<file path="src/rtl/ddr_rd_burst_ctl.sv">
module ddr_rd_burst_ctl #(
  parameter int COL_W = 8,
  parameter int DQS_N = 2,
  parameter logic [COL_W-1:0] PAT_XOR = 'hA5
) (
  input  logic               clk,
  input  logic               rst_n,
  input  logic [2:0]         cmd,
  input  logic [COL_W-1:0]   col_addr,
  input  logic [1:0]         cfg_bl,
  input  logic               cfg_cl,
  output logic [2*COL_W-1:0] rd_data_rise,
  output logic [2*COL_W-1:0] rd_data_fall,
  output logic               data_oe,
  output logic [DQS_N-1:0]   strobe_oe,
  output logic               stop_err
);
  localparam int PW = COL_W - 1;
  localparam int LAT_MAX = 3;
  localparam logic [2:0] CMD_RD = 3'd1, CMD_RDA = 3'd2, CMD_WR = 3'd3, CMD_STOP = 3'd4;

  logic [2:0]    pairs;
  logic          iss_v, iss_ap;
  logic [2:0]    iss_left, wr_left;
  logic [PW-1:0] iss_pa;
  logic [LAT_MAX:1] pipe_v;
  logic [PW-1:0] pipe_pa [LAT_MAX:1];
  logic [PW-1:0] out_pa;
  logic [COL_W-1:0] b_rise, b_fall;

  assign pairs = (cfg_bl == 2'd0) ? 3'd1 : (cfg_bl == 2'd1) ? 3'd2 : 3'd4;

  wire is_rd    = (cmd == CMD_RD) || (cmd == CMD_RDA);
  wire is_stop  = (cmd == CMD_STOP);
  wire wr_busy  = (wr_left != 3'd0);
  wire stop_bad = is_stop && (wr_busy || (iss_v && iss_ap));
  wire stop_cut = is_stop && iss_v && !iss_ap;

  always_ff @(posedge clk or negedge rst_n) begin
    if (!rst_n) begin
      iss_v    <= 1'b0;
      iss_ap   <= 1'b0;
      iss_left <= '0;
      iss_pa   <= '0;
      wr_left  <= '0;
      stop_err <= 1'b0;
      pipe_v   <= '0;
      for (int i = 1; i <= LAT_MAX; i++) pipe_pa[i] <= '0;
    end else begin
      stop_err <= stop_bad;
      if (is_rd) begin
        iss_v    <= 1'b1;
        iss_ap   <= (cmd == CMD_RDA);
        iss_pa   <= col_addr[COL_W-1:1];
        iss_left <= pairs - 3'd1;
        wr_left  <= '0;
      end else if (cmd == CMD_WR) begin
        iss_v   <= 1'b0;
        wr_left <= pairs;
      end else begin
        if (iss_v) begin
          if (stop_cut || iss_left == 3'd0) iss_v <= 1'b0;
          else begin
            iss_pa   <= iss_pa + 1'b1;
            iss_left <= iss_left - 3'd1;
          end
        end
        if (wr_busy) wr_left <= wr_left - 3'd1;
      end
      pipe_v[1]  <= iss_v;
      pipe_pa[1] <= iss_pa;
      for (int i = 2; i <= LAT_MAX; i++) begin
        pipe_v[i]  <= pipe_v[i-1];
        pipe_pa[i] <= pipe_pa[i-1];
      end
    end
  end

  assign data_oe      = cfg_cl ? pipe_v[3] : pipe_v[2];
  assign out_pa       = cfg_cl ? pipe_pa[3] : pipe_pa[2];
  assign strobe_oe    = {DQS_N{data_oe}};
  assign b_rise       = {out_pa, 1'b0};
  assign b_fall       = {out_pa, 1'b1};
  assign rd_data_rise = data_oe ? {b_rise ^ PAT_XOR, b_rise} : '0;
  assign rd_data_fall = data_oe ? {b_fall ^ PAT_XOR, b_fall} : '0;
endmodule

</file>
<file path="config.mk">
export PLATFORM = sky130hd
export DESIGN_NAME = ddr_rd_burst_ctl
export DESIGN_NICKNAME = d
export VERILOG_FILES = /design/src/rtl/ddr_rd_burst_ctl.sv
export SDC_FILE = /design/constraint.sdc
export NUM_CORES = 1
export LEC_CHECK = 0
export BUFFER_PORTS_ARGS = -buffer_cell sky130_fd_sc_hd__buf_2
export CAP_MARGIN = 20
export CORE_ASPECT_RATIO = 2
export CORE_MARGIN = 2
export CORE_UTILIZATION = 56
export DETAILED_ROUTE_END_ITERATION = 8
export PLACE_DENSITY = 0.84
export REMOVE_ABC_BUFFERS = 1
export SLEW_MARGIN = 20
export SYNTH_ARGS = -nofsm -noshare
export SYNTH_HDL_FRONTEND = slang
export SYNTH_SLANG_ARGS = --single-unit
</file>
<file path="constraint.sdc">
create_clock -name clk -period 3.27 [get_ports clk]
set_input_delay 0.1635 -clock clk [delete_from_list [all_inputs] [get_ports clk]]
set_output_delay 0.1635 -clock clk [all_outputs]
set_load 0.01 [all_outputs]
</file>
Word level (Yosys, flattened, before mapping)
Cells that the tools add are included.
{"block": "word_totals", "ff_bits": 40, "input_bits": 16, "output_inout_bits": 36}
{"block": "op_classes", "add_sub_neg": 4, "n_eq_ne": 7, "mux": 21, "bitwise": 2, "n_reduce_logical": 14}
{"cell": "2-to-1 mux 7 bit", "n": 5}
{"cell": "2-to-1 mux 16 bit", "n": 2}
{"cell": "2-to-1 mux 3 bit", "n": 9}
{"cell": "subtractor 3 x 1 -> 3 bit (second input constant)", "n": 3}
{"cell": "inverter 4 bit", "n": 2}
{"cell": "adder 7 x 1 -> 7 bit (second input constant)", "n": 1}
{"cell": "== test 3 x 2 -> 1 bit (second input constant)", "n": 2}
{"cell": "nonzero test 3 bit", "n": 2}
{"cell": "2-to-1 mux 1 bit", "n": 5}
{"cell": "logical AND 1 bit", "n": 4}
{"cell": "inequality test 2 bit (second input constant)", "n": 2}
{"cell": "== test 3 x 1 -> 1 bit (second input constant)", "n": 1}
{"cell": "== test 3 bit (second input constant)", "n": 1}
{"cell": "zero test 3 bit", "n": 1}
{"cell": "logical OR 1 bit", "n": 3}
{"cell": "AND reduction 3 bit", "n": 1}
{"cell": "== test 2 x 1 -> 1 bit (second input constant)", "n": 1}
{"cell": "zero test 2 bit", "n": 1}
{"cell": "nonzero test 2 bit", "n": 1}
{"cell": "zero test 1 bit", "n": 1}

Longest topological paths before layout
{"block": "depth", "word_depth": 8, "depth_mapped": 9}

Least setup slack after synthesis
Ideal clock, no wire load.
{"block": "synth_path", "kind": "input port to flip-flop", "start": "input cmd[1]", "end": "register iss_left[2]", "setup_time_ps": 96, "t_arrival_ps": 1506, "t_required_ps": 3174, "setup_slack_ps": 1668, "path_stages": 9, "n_path_buf": 1, "cell_sequence": "xnor2_1 buf_2 nor2_4 and3_1 a21oi_1 ha_1 o21bai_1 a31oi_1 a311oi_2"}
{"block": "synth_via", "elab_chain_cells": 6, "elab_cells_between_ends": 13, "classes_between": "eq/ne: 6; mux: 1; reduce/logical: 6"}
{"item": "from (decl)", "line": "8", "source": "input logic [2:0] cmd,"}
{"item": "== test 3 bit", "line": "34", "source": "wire is_stop = (cmd == CMD_STOP);"}
{"item": "logical AND 1 bit (2 in a row)", "line": "37", "source": "wire stop_cut = is_stop && iss_v && !iss_ap;"}
{"item": "logical OR 1 bit", "line": "62", "source": "if (stop_cut || iss_left == 3'd0) iss_v <= 1'b0;"}
{"item": "inequality test 2 bit (no source line)"}
{"item": "AND reduction 3 bit (no source line)"}
{"item": "to (signal assigned)", "line": "55", "source": "iss_left <= pairs - 3'd1;"}
{"item": "to (signal assigned)", "line": "65", "source": "iss_left <= iss_left - 3'd1;"}
{"item": "to (decl)", "line": "24", "source": "logic [2:0] iss_left, wr_left;"}
Parallel ways exist; a longest one is shown, timed or not.
A chain may end at the register's enable or synchronous reset.

Worst setup path in the final report
{"block": "layout_path", "start": "register iss_left[1]", "end": "register iss_left[0]"}
{"block": "layout_via", "elab_chain_cells": 4}
{"item": "zero test 3 bit", "line": "62"}
{"item": "logical OR 1 bit", "line": "62"}
{"item": "inequality test 2 bit (no source line)"}
{"item": "AND reduction 3 bit (no source line)"}
No other way between the ends.

==> impl_metrics.toml <==
[status]
outcome = "complete, no violations"

[sta]
min_period_ns = 1.81
fin_crit_sh_pct = 55.3
worst_clock_skew_ns = 0.00445
max_slew_margin_pct = 43.5
setup_violations = 0
rsz0062_at_grt = "no"
finalSetupTns_ns = 0
worstMarginPinSlew_ns = 0.848
maxClockFrequency_mhz = 553
slew_viol_final = 0
hold_violations = 0

[power_and_ir_drop]
switching_share_pct = 35.6
power_density_mw_per_mm2 = 934
internal_power_w = 0.00128
peakVddDrop_v = 0.000635
seqPwrFrac_pct = 42.3
totalPowerFinal_w = 0.00199
clock_power_share_pct = 20.4
power_leakage_nw = 1.06
p_switching_w = 0.000708
p_comb_share_pct = 37.3

[logic_synthesis]
yosys-top-cells-area = "dfrtp_1, buf_4, mux2i_1"
synth_cells = 178
yosysWarningCount = 0
ys_seq_area_share_pct = 51.9
ys_seq_elements = 40
yosys.area.top_type = "dfrtp_1"
syn_area_mm2 = 0.00193
avgSynthCellArea_um2 = 10.8
synth_top_area_share_pct = 51.9
ys_types = 41

[global_routing]
grt_pass1_wl_mm = 5.67
grt-ovfl-total = 0
grt_max_degree = 41
grtUsageTotal_pct = 19.5
grt_pass1_vias = 1345
antenna_found_initial = 0

[routing]
avgViaCountPerCell = 5.71
dr.pass1.iters = 4
vias = 1358
drtAntennaViolNets = 0
wl_per_cell_um = 14.0
wirelength_mm = 3.32
drt_iter0_drc = 36
drt_drc_violations_left = 0

[critical_path]
cp.arrival_ns = 1.98
cpPeakStageDelay_ns = 0.41
crit_fanout = 11
path_class = "reg2reg"
r2r_start = "iss_left[1]"
reg2reg_depth = 5
cpMaxStageDelayCell = "dfrtp_1"
cp-start-kind = "flip-flop"
critPathCaptureType = "flip-flop"
cp.required_ns = 3.45
reg2reg_slack_ns = 1.46
crit_chain = "o31ai_1 > a21boi_1 > buf_4 > and2_1 > mux2_4"
r2r_end = "iss_left[0]"

[min_path]
whs_endpoint = "iss_pa[0]"
hp-class = "in2reg"
min_path_cells = 2
worstHoldStart = "col_addr[1]"

[cts]
cts_sinks = 40
ctsResizeCount = 0
numCtsBuffers = 5
cts.clk_slew.worst_paths_ns = 0.08
cts-htree-levels = 2
tritoncts = "built"
clockRootBuffer = "clkbuf_8"
clkLatencyLatePin_ns = 0.29
clk_path_buf_depth = 2

[placed_design]
io_buffers = 48
finalWeightedCongestion = 0.831
place_area_mm2 = 0.00200
hpwl_mm = 2.43

[flow_run]
cap_violations = 0

[layout]
postLayoutCellArea_mm2 = 0.00213
diodes = 0
nets = 225
drive_gt1_share_pct = 30.1
syn_to_final_growth_pct = 10.4
post-route-util_pct = 63.7

[die]
initial_core_util_pct = 57.8
die_x_um = 45.5
die_area_mm2 = 0.00396
num_io_pins = 52
die_height_um = 87.0
fp.coreArea_mm2 = 0.00334
rows = 30
worst max-delay path by stage:
stage                  endpoint  slack [ns]        start
4_1_cts        rd_data_fall[12]        1.44    pipe_v[3]
5_1_grt         rd_data_fall[3]        1.36    pipe_v[2]
3_5_place_dp        iss_left[2]        1.32       cmd[0]
6_report            iss_left[0]        1.46  iss_left[1]
2_1_floorplan       iss_left[2]        1.37       cmd[1]
3_3_place_gp        iss_left[0]        1.38       cmd[2]
layer usage:
layer / GRT usage, % / vias up / wire length (µm)
met5: 0 / - / 0
met4: 8.56 / 0 / 63
met3: 4.56 / 5 / 201
met2: 35.7 / 63 / 1820
met1: 19.4 / 641 / 1230
li1: - / 649 / -
placed cells by master, fill, tap and decap left out, types with 2 or more instances in the layout:
| cell type | netlist | layout |
|---|---|---|
| ha_1 | 4 | 4 |
| mux2i_1 | 10 | 10 |
| a31o_1 | 2 | 2 |
| o21ai_0 | 2 | 2 |
| buf_4 | 24 | 3 |
| nor2b_1 | 4 | 4 |
| o211ai_1 | 5 | 5 |
| clkinv_4 | 0 | 2 |
| inv_1 | 8 | 8 |
| xnor2_1 | 2 | 2 |
| buf_2 | 3 | 48 |
| conb_1 | 1 | 2 |
| a22oi_1 | 2 | 2 |
| o21ai_1 | 4 | 4 |
| nor2_1 | 14 | 14 |
| clkbuf_8 | 0 | 5 |
| a31oi_1 | 4 | 4 |
| nor3_1 | 4 | 4 |
| o21bai_1 | 3 | 3 |
| a21oi_1 | 9 | 9 |
| nand2_1 | 4 | 4 |
| and3_1 | 5 | 5 |
| dfrtp_1 | 40 | 40 |
registers in the layout, summed over array words and instances, names as in the netlist:
name and count:
pipe_v 3, iss_ap 1, wr_left 3, iss_pa 7, iss_left 3, iss_v 1, stop_err 1, pipe_pa 21
Yosys cell counts, drive strengths merged:
master    n
nor2     15
o32ai     1
o21ai     6
or2       1
o21bai    3
a22oi     2
ha        4
o32a      1
o22ai     1
a31o      2
nor2b     4
mux2i    10
xnor2     2
nor3      4
a311oi    1
and2      1
a31oi     4
a21o      1
a21boi    2
dfrtp    40
conb      1
a21oi     9
nand2b    1
nand2     4
o211ai    5
a221o     1
o31ai     1
buf      29
nor3b     1
a22o      1
mux2      1
o2bb2ai   1
nand3b    1
and3      5
inv       8
clkbuf    4
power groups by stage:
| stage | clock, W | sequential, W | combinational, W |
|---|---|---|---|
| 2_1_floorplan | 0 | 0.000812 | 0.000482 |
| 3_3_place_gp | 0 | 0.000838 | 0.000717 |
| 3_5_place_dp | 0 | 0.000856 | 0.000741 |
| 4_1_cts | 0.000415 | 0.000846 | 0.000749 |
| 5_1_grt | 0.000437 | 0.000877 | 0.000829 |
| 6_report | 0.000405 | 0.000842 | 0.000741 |
kinds of logic after synthesis:
logic type | share of synthesized area [%]
fa+ha+maj | 2.59
mux | 5.97
flops | 51.9
other cells | 0.194
simple gates | 9.79
compound gates | 15.0
xor+xnor | 0.908
buf+inv | 13.6
through the flow:
step / hold WS [ns] / worst slack [ns] / instances
detailed placement: 0.317 / 1.32 / 229
global placement: 0.306 / 1.38 / 229
global route: 0.0981 / 1.36 / 238
finish: 0.103 / 1.46 / 238
floorplan: -0.132 / 1.37 / 146
CTS: 0.0962 / 1.44 / 238
area by class of cell:
| type | count | area [µm²] |
|---|---|---|
| multi-input cells | 98 | 669 |
| clock inverters | 3 | 47.5 |
| flip-flops and latches | 40 | 1000 |
| clock buffers | 5 | 68.8 |
| repair buffers | 52 | 273 |
| well taps | 32 | 40.0 |
| inverters | 8 | 30.0 |
| fillers | 282 | 1210 |
critical path: cells and delay by family (launching register included):
family,cells,cell delay (ns)
compound gates,2,0.46
flops,1,0.41
mux,1,0.34
simple gates,1,0.29
buf+inv,1,0.20
repair_timing:
| action | in CTS | in global routing |
|---|---|---|
| buffers inserted | 0 | 0 |
| hold buffers | 1 | 0 |
| hold endpoints to repair | 40 | 0 |
Power figures use the tool's default switching activity.
